**src/rtl/spi_cmd_ctrl.sv**
```systemverilog
module spi_cmd_ctrl #(
  parameter int GAP_CYCLES = 2
) (
  input  logic        clk,
  input  logic        rst_n,
  input  logic        req_valid,
  output logic        req_ready,
  input  logic        req_write,
  input  logic [1:0]  req_addr,
  input  logic [31:0] req_wdata,
  output logic [31:0] req_rdata,
  output logic        spi_sck,
  output logic        spi_cs_n,
  output logic        spi_mosi,
  input  logic        spi_miso
);

  localparam logic [1:0] A_CTL  = 2'd0;
  localparam logic [1:0] A_CMD  = 2'd1;
  localparam logic [1:0] A_DATA = 2'd2;
  localparam int GW = $clog2(GAP_CYCLES + 1);

  logic          ctl_rst;
  logic [1:0]    rate;
  logic          open_q;
  logic [63:0]   tx_q;
  logic [3:0]    left_q;
  logic [2:0]    bit_q;
  logic [1:0]    div_q;
  logic [7:0]    rxb_q;
  logic [31:0]   rxw_q;
  logic [31:0]   latch_q;
  logic          close_q;
  logic          rdp_q;
  logic          rdd_q;
  logic [GW-1:0] gap_q;

  logic [7:0] op;
  logic       addressed;
  logic       autoclose;
  logic [1:0] half_m1;

  assign op = req_wdata[31:24];

  always_comb begin
    addressed = (op == 8'h02) || (op == 8'h03) || (op == 8'h20) ||
                (op == 8'h52) || (op == 8'hD8);
    autoclose = (op == 8'h06) || (op == 8'h60) || (op == 8'hAB);
  end

  always_comb begin
    case (rate)
      2'd0:    half_m1 = 2'd3;
      2'd1:    half_m1 = 2'd1;
      default: half_m1 = 2'd0;
    endcase
  end

  logic busy, is_ctl, rd_needs, fire, tick;
  logic [31:0] wswap, lswap;

  assign busy     = (left_q != '0) || (gap_q != '0);
  assign is_ctl   = (req_addr == A_CTL);
  assign rd_needs = req_valid && !req_write && (req_addr == A_DATA) && open_q && !ctl_rst;
  assign req_ready = is_ctl || (!busy && (!rd_needs || rdd_q));
  assign fire     = req_valid && req_ready;
  assign tick     = (div_q == half_m1);
  assign wswap    = {req_wdata[7:0], req_wdata[15:8], req_wdata[23:16], req_wdata[31:24]};
  assign lswap    = {latch_q[7:0], latch_q[15:8], latch_q[23:16], latch_q[31:24]};
  assign spi_mosi = tx_q[63] & ~spi_cs_n;

  always_comb begin
    case (req_addr)
      A_CTL:   req_rdata = {23'd0, open_q, 2'd0, rate, 3'd0, ctl_rst};
      A_DATA:  req_rdata = (open_q && !ctl_rst) ? rxw_q : 32'd0;
      default: req_rdata = 32'd0;
    endcase
  end

  always_ff @(posedge clk) begin
    if (!rst_n) begin
      ctl_rst  <= 1'b0;
      rate     <= 2'd2;
      open_q   <= 1'b0;
      tx_q     <= '0;
      left_q   <= '0;
      bit_q    <= '0;
      div_q    <= '0;
      rxb_q    <= '0;
      rxw_q    <= '0;
      latch_q  <= '0;
      close_q  <= 1'b0;
      rdp_q    <= 1'b0;
      rdd_q    <= 1'b0;
      gap_q    <= '0;
      spi_sck  <= 1'b0;
      spi_cs_n <= 1'b1;
    end else begin
      if (fire && req_write && is_ctl) begin
        ctl_rst <= req_wdata[0];
        rate    <= req_wdata[5:4];
      end
      if (ctl_rst) begin
        spi_cs_n <= 1'b1;
        spi_sck  <= 1'b0;
        open_q   <= 1'b0;
        tx_q     <= '0;
        left_q   <= '0;
        gap_q    <= '0;
        bit_q    <= '0;
        div_q    <= '0;
        rdp_q    <= 1'b0;
        rdd_q    <= 1'b0;
        close_q  <= 1'b0;
        latch_q  <= '0;
      end else if (gap_q != '0) begin
        gap_q <= gap_q - GW'(1);
        if (gap_q == GW'(1)) spi_cs_n <= 1'b0;
      end else if (left_q != '0) begin
        if (tick) begin
          div_q <= '0;
          if (!spi_sck) begin
            spi_sck <= 1'b1;
            rxb_q   <= {rxb_q[6:0], spi_miso};
          end else begin
            spi_sck <= 1'b0;
            tx_q    <= {tx_q[62:0], 1'b0};
            bit_q   <= bit_q + 3'd1;
            if (bit_q == 3'd7) begin
              left_q <= left_q - 4'd1;
              rxw_q  <= {rxb_q, rxw_q[31:8]};
              if (left_q == 4'd1) begin
                if (close_q) begin
                  spi_cs_n <= 1'b1;
                  open_q   <= 1'b0;
                end
                if (rdp_q) begin
                  rdp_q <= 1'b0;
                  rdd_q <= 1'b1;
                end
              end
            end
          end
        end else begin
          div_q <= div_q + 2'd1;
        end
      end else if (fire && !is_ctl) begin
        if (req_addr == A_CMD && req_write) begin
          if (op == 8'h00) begin
            spi_cs_n <= 1'b1;
            open_q   <= 1'b0;
          end else begin
            open_q  <= 1'b1;
            close_q <= autoclose;
            bit_q   <= '0;
            div_q   <= '0;
            if (open_q) begin
              spi_cs_n <= 1'b1;
              gap_q    <= GW'(GAP_CYCLES);
            end else begin
              spi_cs_n <= 1'b0;
            end
            if (op == 8'h02) begin
              tx_q   <= {req_wdata, lswap};
              left_q <= 4'd8;
            end else if (addressed) begin
              tx_q   <= {req_wdata, 32'd0};
              left_q <= 4'd4;
            end else begin
              tx_q   <= {op, 56'd0};
              left_q <= 4'd1;
            end
          end
        end else if (req_addr == A_DATA && req_write) begin
          if (open_q) begin
            tx_q    <= {wswap, 32'd0};
            left_q  <= 4'd4;
            close_q <= 1'b0;
          end else begin
            latch_q <= req_wdata;
          end
        end else if (req_addr == A_DATA) begin
          rdd_q <= 1'b0;
        end
      end else if (rd_needs && !rdd_q) begin
        tx_q    <= '0;
        left_q  <= 4'd4;
        rdp_q   <= 1'b1;
        close_q <= 1'b0;
        bit_q   <= '0;
        div_q   <= '0;
      end
    end
  end

endmodule

```
**config.mk**
```make
export PLATFORM = sky130hd
export DESIGN_NAME = spi_cmd_ctrl
export DESIGN_NICKNAME = d
export VERILOG_FILES = /design/src/rtl/spi_cmd_ctrl.sv
export SDC_FILE = /design/constraint.sdc
export NUM_CORES = 1
export LEC_CHECK = 0
export CAP_MARGIN = 25
export CORE_AREA = 8 8 129 131
export CTS_BUF_LIST = sky130_fd_sc_hd__clkbuf_16
export CTS_CLUSTER_DIAMETER = 120
export DETAILED_ROUTE_END_ITERATION = 6
export DIE_AREA = 0 0 137 139
export GPL_ROUTABILITY_DRIVEN = 0
export PLACE_DENSITY_LB_ADDON = 0.08
export REMOVE_ABC_BUFFERS = 1
export SYNTH_ARGS = -nofsm -noshare
export SYNTH_HDL_FRONTEND = slang
export SYNTH_SLANG_ARGS = --single-unit
```
**constraint.sdc**
```tcl
create_clock -name clk -period 4.25 [get_ports clk]
set_input_delay 0.85 -clock clk [delete_from_list [all_inputs] [get_ports clk]]
set_output_delay 0.85 -clock clk [all_outputs]
set_load 0.05 [all_outputs]
```
# Word-level counts from Yosys, hierarchy flattened
# Index checks and enable logic that the tools add are counted.
# totals
regBits	156
in_bits	39
out_inout_bits	36
elab_cells	218
# op_classes
addsub	4
eq_ne	40
muxes	90
bitwise	9
n_reduce_logical	59
# ops
cell	n
$mux W64	9
$mux W56	2
$pmux W32 S2	1
$mux W1	45
$mux W4	11
$mux W32	1
$mux W2	12
$mux W3	8
$reduce_and A6 Y1	4
$reduce_and A8 Y1	3
$reduce_bool A2 Y1	9
$eq A8 B2 Y1 const B	2
$eq A8 B7 Y1 const B	2
$eq A8 B8 Y1 const B	2
$ne A2 B2 Y1 const B	8
$ne A3 B2 Y1 const B	5
$reduce_and A7 Y1	2
$logic_and A1 B1 Y1	13
$reduce_and A10 Y1	1
$reduce_and A5 Y1	2
$logic_or A1 B1 Y1	9
$ne A3 B1 Y1 const B	3
$reduce_bool A3 Y1	3
$eq A8 B3 Y1 const B	1
other kinds (25)	44

# Longest topological paths before layout
# Gate-level depths: netlist (run 1).
# logic_depth
depth_word	14
depth_mapped	11
depth_no_buf	8

# Worst setup path after synthesis (run 1)
# No wires, ideal clock.
# synth_timing
kind	input-to-output
start	in req_addr[0]
end	out req_ready
t_arrival_ns	2.234
t_required_ns	3.400
setup_slack_ns	1.166
cell_stages	4
n_path_buf	1
cell_sequence	and4bb_2 > a31o_1 > buf_2 > o22ai_1
# synth_via
elab_chain_cells	8
word_cells_on_any_way	9
cone_classes	eq/ne (1); reduce/logical (8)
# synth_lines
element	line_no	source
start, declared	9	input logic [1:0] req_addr,
$eq A2 B2 Y1	64	assign rd_needs = req_valid && !req_write && (req_addr == A_DATA) && open_q && !ctl_rst;
$logic_and A1 B1 Y1 (3 in a row)	64	
$logic_not A1 Y1	65	assign req_ready = is_ctl || (!busy && (!rd_needs || rdd_q));
$logic_or A1 B1 Y1	65	
$logic_and A1 B1 Y1	65	
$logic_or A1 B1 Y1 *	65	
end, declared	7	output logic req_ready,
# Every way passes the cells marked *; elsewhere a longest branch is shown, timed or not.

# Worst setup path after layout (run 1)
# layout_timing
start	in req_addr[1]
end	out req_rdata[0]
# layout_via
elab_chain_cells	2
word_cells_on_any_way	3
cone_classes	eq/ne (1); mux (1); reduce/logical (1)
# layout_lines
element	line_no	source
$eq A2 B2 Y1 or $logic_not A2 Y1 (tied branches)	73	case (req_addr)
$pmux W32 S2 *	73	
end, declared	11	output logic [31:0] req_rdata,
# Marked as above.

==> impl_metrics.csv, run 1 <==
group,metric,value,unit
global_route,grt_pass1_vias,5364,
synthesis,synth_cells,747,
run_status,violations,"DRC",
sta,setup_viol,0,
synthesis,synth_top_area_share,43.5,%
global_route,track_usage,17.7,%
worst_setup_path,cp.required,3.40,ns
worst_setup_path,critical_path.reg2reg.startpoint,"left_q[0]",
cts,cts_buffer_depth,2,
floorplan,core-area,14800,sq um
sta,period_needed,3.54,ns
synthesis,ys_types,56,
worst_setup_path,cp-end-kind,"primary output",
detailed_routing,vias,5649,
worst_setup_path,reg2reg_to,"tx_q[1]",
flow_run,cap_violations,0,
global_route,grt_overflow,0,
detailed_routing,drc,3,
sta,slew_violations,0,
detailed_routing,dr.pass1.iters,7,
cts,clk_pin_slew,0.06,ns
global_route,grt_pass1_wl,27400,um
finish,drive_gt1_share,14.5,%
cts,numCtsBuffers,17,
worst_setup_path,r2r_setup_slack,1.37,ns
finish,nNetsFinal,826,
worst_setup_path,crit_cells,4,
global_route,grt_max_degree,135,
cts,clk_latency,0.42,ns
detailed_routing,antenna_left,0,
synthesis,yosys.area.top_type,"dfxtp_1",
synthesis,synth_area,7180,sq um
finish,design_area,8430,sq um
synthesis,avgSynthCellArea,9.61,sq um
power,p_per_area,572,nW/um^2
floorplan,rows,45,
floorplan,io_pins,75,
worst_setup_path,r2r_cells,7,
floorplan,die_area,19000,sq um
sta,max_freq,0.282,GHz
floorplan,die_h,139,um
worst_setup_path,cpPeakStageDelay,0.83,ns
worst_setup_path,worst-path-buf-inv,2,
sta,finClkSkew,0.00893,ns
cts,cts-resized-gates,0,
sta,max_slew_margin,43.5,%
floorplan,initial_core_util,48.7,%
synthesis,ys_async_sr_fraction,0,%
detailed_routing,wire_per_inst,17.4,um
sta,post-route-period-util,83.3,%
detailed_routing,drt_first_iter_violations,706,
worst_setup_path,path_class,"primary input to primary output",
detailed_routing,routed_wl,17100,um
worst_setup_path,crit_start,"req_addr[1]",
sta,holdWs,0.456,ns
placed_design,hpwl,10800,um
synthesis,ys_seq_elements,156,
power,peakVddDrop,477,uV
worst_setup_path,crit_end,"req_rdata[0]",
synthesis,dominantRegCellSynth,"dfxtp_1",
worst_setup_path,crit_slowest_cell,"clkdlybuf4s50_1",
cts,root_buffer,"clkbuf_16",
sta,rsz0062_at_grt,"no",
worst_setup_path,cp_common_cell,"clkdlybuf4s50_1",
hold_path,min_from,"latch_q[24]",
synthesis,synth.area.top_cells,"dfxtp_1, mux2i_1, a211oi_2",
run_status,status,"finished with violations",
sta,worstMarginPinSlew,0.840,ns
finish,areaGrowthSynthToFinish,17.4,%
detailed_routing,viasPerCell,5.76,
floorplan,die_w,137,um
global_route,antenna_found_initial,0,
cts,post-cts-setup-buffers,0,
synthesis,synth-edff-count,0,
cts,cts_hold_buf,0,
worst_setup_path,crit_chain,"clkdlybuf4s50_1 > nand4b_1 > a21oi_1 > clkdlybuf4s50_1",
worst_setup_path,worst_setup_path_start_kind,"primary input",
synthesis,yosys_warnings,0,
finish,antenna_cells,0,
hold_path,hold_class,"register to register",
placed_design,port_buffers,74,
cts,cts_max_level,4,
cts,cts_tree,"yes",
worst_setup_path,critPathTopFamily,"buffers and inverters",
power,p_leak,0.00287,uW
sta,hold_viol,0,
placed_design,place_area,7870,sq um
worst_setup_path,cp_max_fo,12,
synthesis,ys_seq_area_share,43.5,%
worst_setup_path,arrival,2.69,ns
cts,cts.sinks,156,
[cells in the final DEF, fill, tap and decap left out, types with 5 or more instances in the layout]
cell               n
nand2_1           14
clkbuf_16         17
nor3_1            10
clkdlybuf4s50_1   43
o21ai_0           32
a222oi_1          32
a211oi_2          36
nand3_1            6
dfxtp_1          156
a22oi_1           32
buf_4             42
inv_1             10
mux2i_1           77
and2_1            29
a21oi_1           37
nor2b_1           45
nor2_1            92
a211oi_1           5
ha_1               5
[worst reg2reg max path, delay by kind of cell (launching register included)]
family / cells / cell delay, ns
flip-flops: 1 / 0.38
AND/OR/NAND/NOR: 4 / 1.87
buffers and inverters: 1 / 0.22
AO/OA/AOI/OAI: 2 / 0.26
[layer usage]
metal / part of all wire [%] / up-vias / track usage (%)
met5: 0 / - / 0
met4: 1.2 / 0 / 5.89
met3: 4.7 / 18 / 3.37
met2: 48 / 141 / 27.8
met1: 47 / 2679 / 23.6
li1: - / 2811 / -
[kinds of logic after synthesis]
family / synth area share [%]
xor gates and xnor gates: 0.244
adders and majority gates: 0.871
DFF: 43.5
AOI/OAI and AO/OA: 21.9
muxes: 10.7
and+or+nand+nor: 17.8
buffers and inverters: 4.97
[area by class of cell]
type | count | area [sq um]
fillers | 1313 | 6320
multi-input cells | 513 | 3720
flip-flops and latches | 156 | 3120
repair buffers | 86 | 766
clock buffers | 17 | 425
well taps | 188 | 235
clock inverters | 13 | 135
inverters | 8 | 30.0
[per-stage QoR]
| step | util (%) | setup slack (ns) | power [uW] | TNS (ns) | instances |
|---|---|---|---|---|---|
| CTS | 57.2 | 0.732 | 4860 | 0 | 981 |
| finish | 57.2 | 0.708 | 4830 | 0 | 981 |
| detailed placement | 53.4 | 0.584 | 3400 | 0 | 951 |
| global placement | 53.4 | 0.643 | 3340 | 0 | 951 |
| global route | 57.2 | 0.606 | 5110 | 0 | 981 |
| floorplan | - | -2.34 | 3020 | -192.81 | 677 |
[synthesized netlist by cell type (2+ instances only)]
cell and number:
dfxtp_1 156, nor2_1 93, mux2i_1 77, clkbuf_1 50, nor2b_1 45, a21oi_1 37
a211oi_2 36, a222oi_1 32, a22oi_1 32, o21ai_0 32, and2_1 29, nand2_1 14
buf_2 12, nor3_1 10, inv_1 8, nand3_1 6, a211oi_1 5, buf_6 5
ha_1 5, nand2b_1 4, nand3b_1 4, or3_1 4, and4b_1 3, buf_4 3
nand4_1 3, nor4b_1 3, a22o_1 2, a31oi_1 2, and3_1 2, nor3b_1 2
nor4_4 2, nor4bb_1 2, o211ai_1 2, o31ai_1 2, or4_1 2
[power by group]
part	internal [uW]	switching, uW
combinational	564	1020
sequential	1670	120
clock	900	556
total	3130	1700
[state kept, by name, summed over array words and instances (netlist names)]
signal	flops
latch_q	32
gap_q	2
spi_sck	1
rxb_q	8
spi_cs_n	1
left_q	4
tx_q	64
rate	2
rdd_q	1
rdp_q	1
open_q	1
ctl_rst	1
div_q	2
rxw_q	32
close_q	1
bit_q	3
[worst min-delay path by stage]
stage | endpoint | cells after the start | slack, ns
2_1_floorplan | tx_q[0] | 2 | 0.43
3_3_place_gp | bit_q[1] | 2 | 0.44
3_5_place_dp | tx_q[0] | 2 | 0.45
4_1_cts | tx_q[0] | 2 | 0.46
5_1_grt | bit_q[2] | 2 | 0.48
6_report | tx_q[0] | 2 | 0.46
Power figures use the tool's default switching activity.
==> run 2, diff against run 1 <==
- clock period: 4.25 -> 3.05 ns (I/O delays scaled with it)
==> run 2 against run 1 <==
Net effect: the flow still finishes with violations (DRC); sequential power increased by 39%; final cell count up 2.0%; flip-flop and latch count is the same; critical path depth unchanged; critical path type is now register to primary output; largest cell class unchanged.
==> impl_metrics.csv, run 2 (synthesis results as in run 1) <==
group,metric,value,unit
detailed_routing,viasPerCell,5.89,
floorplan,die_w,137,um
hold_path,min_path_cells,2,
power,p_per_area,758,nW/um^2
placed_design,place_area,8490,sq um
detailed_routing,dr.pass1.iters,7,
detailed_routing,wire_per_inst,17.7,um
worst_setup_path,cp-end-kind,"primary output",
finish,drive_gt1_share,17.0,%
floorplan,io_pins,75,
finish,utilization,61.3,%
sta,post-route-period-util,93.1,%
placed_design,hpwl,11600,um
sta,max_freq,0.352,GHz
global_route,grt_pass1_wl,29200,um
floorplan,initial_core_util,48.7,%
floorplan,die_h,139,um
finish,top_regs,"tx_q: 64 flops, latch_q: 32 flops, rxw_q: 32 flops",
global_route,grtUsageMet1,23.5,%
cts,cts_max_level,4,
run_status,violations,"DRC",
worst_setup_path,cp.required,2.44,ns
power,p_leak,0.00308,uW
global_route,grt-busiest-layer,"met2",
finish,design_area,9050,sq um
finish,final_cell_mix,"dfxtp_1, nor2_1, mux2i_1",
sta,slew_violations,0,
power,peakVddDrop,540,uV
floorplan,rows,45,
global_route,antenna_found_initial,0,
finish,multi_input_area,3720,sq um
cts,clk_pin_slew,0.06,ns
worst_setup_path,path_class,"register to primary output",
placed_design,port_buffers,74,
finish,nFillCells,1211,
cts,clk_latency,0.42,ns
cts,cts_tree,"yes",
finish,largest_reg_flops,64,
detailed_routing,drt_first_iter_violations,644,
worst_setup_path,cp_max_fo,7,
finish,nNetsFinal,847,
sta,holdWs,0.455,ns
worst_setup_path,worst_setup_path_start_kind,"register",
worst_setup_path,r2r_cells,7,
finish,areaGrowthSynthToFinish,26.0,%
floorplan,core-area,14800,sq um
detailed_routing,drc,4,
worst_setup_path,critPathTopFamily,"simple AND/OR/NAND/NOR gates",
worst_setup_path,r2r_setup_slack,0.29,ns
global_route,use_met2,30.1,%
global_route,gr-usage-met3,3.99,%
global_route,grt_pass1_vias,5839,
cts,cts-resized-gates,0,
worst_setup_path,cpPeakStageDelay,0.73,ns
global_route,grt_overflow,0,
finish,antenna_cells,0,
detailed_routing,antenna_left,0,
cts,cts_hold_buf,0,
worst_setup_path,crit_chain,"or4_2 > a31o_1 > o22ai_1 > buf_4",
sta,max_slew_margin,47.3,%
sta,setup_viol,0,
global_route,grt_max_degree,101,
finish,seqCellArea,3120,sq um
worst_setup_path,crit_slowest_cell,"or4_2",
run_status,status,"finished with violations",
sta,period_needed,2.84,ns
worst_setup_path,crit_cells,4,
hold_path,hold_class,"register to register",
sta,finClkSkew,0.00640,ns
finish,top_register,"tx_q",
floorplan,die_area,19000,sq um
cts,cts_buffer_depth,2,
sta,rsz0062_at_grt,"no",
finish,final_common_cell,"dfxtp_1",
detailed_routing,vias,5894,
global_route,track_usage,18.8,%
flow_run,cap_violations,0,
cts,post-cts-setup-buffers,0,
cts,root_buffer,"clkbuf_16",
sta,fin_setup_tns,0,ns
sta,hold_viol,0,
worst_setup_path,arrival,2.23,ns
cts,numCtsBuffers,17,
cts,cts.sinks,156,
sta,worstMarginPinSlew,0.791,ns
worst_setup_path,worst-path-buf-inv,1,
detailed_routing,routed_wl,17700,um
## run 2: changes by cell type in the layout (fill, tap and decap cells not counted), sizes merged
cell,delta
buf,+23
clkdlybuf4s50,-2
clkinv,-2
inv,+1
## run 2: final timing paths
path              startpoint   endpoint
hold / removal         rdp_q      rdd_q
hold reg to reg        rdp_q      rdd_q
setup / recovery   left_q[0]  req_ready
setup reg to reg   left_q[0]   tx_q[45]
## run 2: through the flow
stage	total power, uW	std cells	setup WS (ns)
after detailed placement	4830	972	-0.147
after global placement	4740	972	0.0353
after CTS	6900	1001	0.187
after global routing	7230	1001	0.0700
after floorplan	4130	677	-3.54
final	6860	1001	0.210
## run 2: layout make-up
cell class / count / share of cell area, %
multi-input combinational: 513 / 41.1
sequential: 156 / 34.5
timing repair buffer: 107 / 15.3
clock buffer: 17 / 4.70
tap: 188 / 2.60
clock inverter: 12 / 1.49
inverter: 8 / 0.332
## run 2: metal layers
layer  part of all wire, %  vias up
li1                      -     2855
met5                     0        -
met3                   5.6       32
met2                    48      185
met4                   2.4        0
met1                    44     2822
## run 2: report_power, final
group	internal [uW]	switching (uW)	leakage, uW
Sequential	2320	170	0.00127
Clock	1250	792	0.000283
Combinational	855	1460	0.00153
## run 2: worst min-delay path, stage by stage, from the launching register on
cell and delay [ns]:
dfxtp_1 0.31, nand2_1 0.05, a21oi_1 0.05
==> run 3, diff against run 2 <==
- CORE_AREA: 8 8 129 131 -> 8 8 164 104
- DIE_AREA: 0 0 137 139 -> 0 0 172 112
==> run 3 against run 2 <==
Net effect: the run now ends clean; final area up 1.3%; total power up 1.9%; count of clock-buffer cells in the layout unchanged; global-route usage up 0.67 points; critical endpoint unchanged; largest cell class unchanged.
==> impl_metrics.csv, run 3 (synthesis results as in run 1) <==
group,metric,value,unit
worst_setup_path,cp_max_fo,8,
sta,rsz0062_at_grt,"no",
sta,slew_violations,0,
finish,final_common_cell,"dfxtp_1",
detailed_routing,drc,0,
finish,top_register,"tx_q",
detailed_routing,viasPerCell,5.80,
worst_setup_path,arrival,2.22,ns
hold_path,hold_class,"register to register",
finish,nNetsFinal,853,
worst_setup_path,r2r_cells,7,
global_route,track_usage,19.4,%
sta,max_freq,0.353,GHz
finish,areaGrowthSynthToFinish,27.6,%
placed_design,pre_cts_ws,-0.162,ns
flow_run,cap_violations,0,
cts,clk_latency,0.43,ns
global_route,grt_pass1_vias,5713,
worst_setup_path,r2r_setup_slack,0.33,ns
sta,final.setup.worst_slack,0.220,ns
finish,largest_reg_flops,64,
cts,cts_max_level,4,
worst_setup_path,worst_setup_path_start_kind,"register",
detailed_routing,vias,5946,
hold_path,min_to,"bit_q[2]",
hold_path,min_path_cells,2,
cts,cts_tree,"yes",
floorplan,core-area,14800,sq um
power,peakVddDrop,465,uV
cts,cts_buffer_depth,2,
sta,holdWs,0.464,ns
detailed_routing,wire_per_inst,18.1,um
worst_setup_path,cp-end-kind,"primary output",
worst_setup_path,cp.required,2.44,ns
global_route,grt_pass1_wl,30200,um
detailed_routing,dr.pass1.iters,7,
finish,nFillCells,1252,
detailed_routing,antenna_left,0,
cts,cts.sinks,156,
floorplan,die_h,112,um
finish,antenna_cells,0,
floorplan,io_pins,75,
placed_design,hpwl,12600,um
finish,final_cell_mix,"dfxtp_1, nor2_1, mux2i_1",
finish,utilization,61.9,%
power,p_per_area,763,nW/um^2
hold_path,min_from,"bit_q[2]",
placed_design,port_buffers,74,
floorplan,die_area,19300,sq um
worst_setup_path,reg2reg_to,"tx_q[61]",
sta,setup_viol,0,
floorplan,die_w,172,um
sta,max_slew_margin,46.6,%
power,finalPower,6990,uW
floorplan,initial_core_util,48.5,%
cts,clk_pin_slew,0.06,ns
finish,top_regs,"tx_q: 64 flops, latch_q: 32 flops, rxw_q: 32 flops",
power,p_leak,0.00310,uW
worst_setup_path,path_class,"register to primary output",
cts,numCtsBuffers,17,
sta,hold_viol,0,
run_status,status,"completed",
cts,root_buffer,"clkbuf_16",
global_route,antenna_found_initial,0,
detailed_routing,routed_wl,18600,um
global_route,grt_overflow,0,
sta,post-route-period-util,92.8,%
floorplan,rows,35,
sta,finClkSkew,0.0115,ns
sta,period_needed,2.83,ns
finish,drive_gt1_share,18.4,%
detailed_routing,drt_first_iter_violations,665,
sta,worstMarginPinSlew,0.795,ns
global_route,grt_max_degree,72,
worst_setup_path,critical_path.reg2reg.startpoint,"div_q[0]",
==> run 3: repair_timing <==
item | CTS | global route
hold buffers | 0 | 0
buffers inserted | 0 | 0
resized for setup | 1 | 0
endpoints found under the setup margin | 1 | 0
hold endpoints to repair | 0 | 0
==> run 3: per-layer routing <==
layer	GRT usage, %	share of wire (%)	up-vias
li1	-	-	2860
met1	28.5	48	2878
met2	27.5	43	194
met3	5.12	8.1	14
met4	4.75	0.85	0
met5	0	0	-
==> run 3: how the worst max path moves through the flow <==
stage / depth (start not counted) / slack [ns] / end / startpoint
6_report: 5 / 0.22 / req_ready / left_q[0]
3_3_place_gp: 8 / -0.06 / tx_q[16] / req_addr[0]
2_1_floorplan: 6 / -3.54 / left_q[2] / left_q[0]
5_1_grt: 5 / 0.12 / req_ready / left_q[0]
3_5_place_dp: 8 / -0.16 / tx_q[30] / req_addr[0]
4_1_cts: 5 / 0.22 / req_ready / left_q[0]
==> run 3: critical path, cell delays in order (launching register included) <==
cell,delay [ns]
dfxtp_1,0.38
or4_4,0.61
a31o_1,0.28
buf_4,0.15
o22ai_1,0.13
buf_4,0.23
==> run 3: stage by stage <==
step,cells,cell area (sq um),setup TNS (ns)
after CTS,1025,9160,0
after detailed placement,993,8580,-5.60
after global routing,1025,9160,0
after floorplan,677,6850,-351.64
final,1025,9160,0
after global placement,993,8580,-0.940
==> run 3: area by class of cell <==
class                   instances  area, sq um  area share (%)
clock buffers                  17          425            4.64
clock inverters                15          158            1.72
inverters                       8         30.0           0.328
multi-input cells             513         3720            40.6
flip-flops and latches        156         3120            34.1
well taps                     203          254            2.77
repair buffers                113         1450            15.8
==> run 3: power breakdown <==
group / switching (uW) / total (uW) / internal [uW] / leakage [uW]
clock network: 942 / 2090 / 1150 / 0.000273
logic: 1490 / 2400 / 910 / 0.00156
registers: 174 / 2500 / 2320 / 0.00127
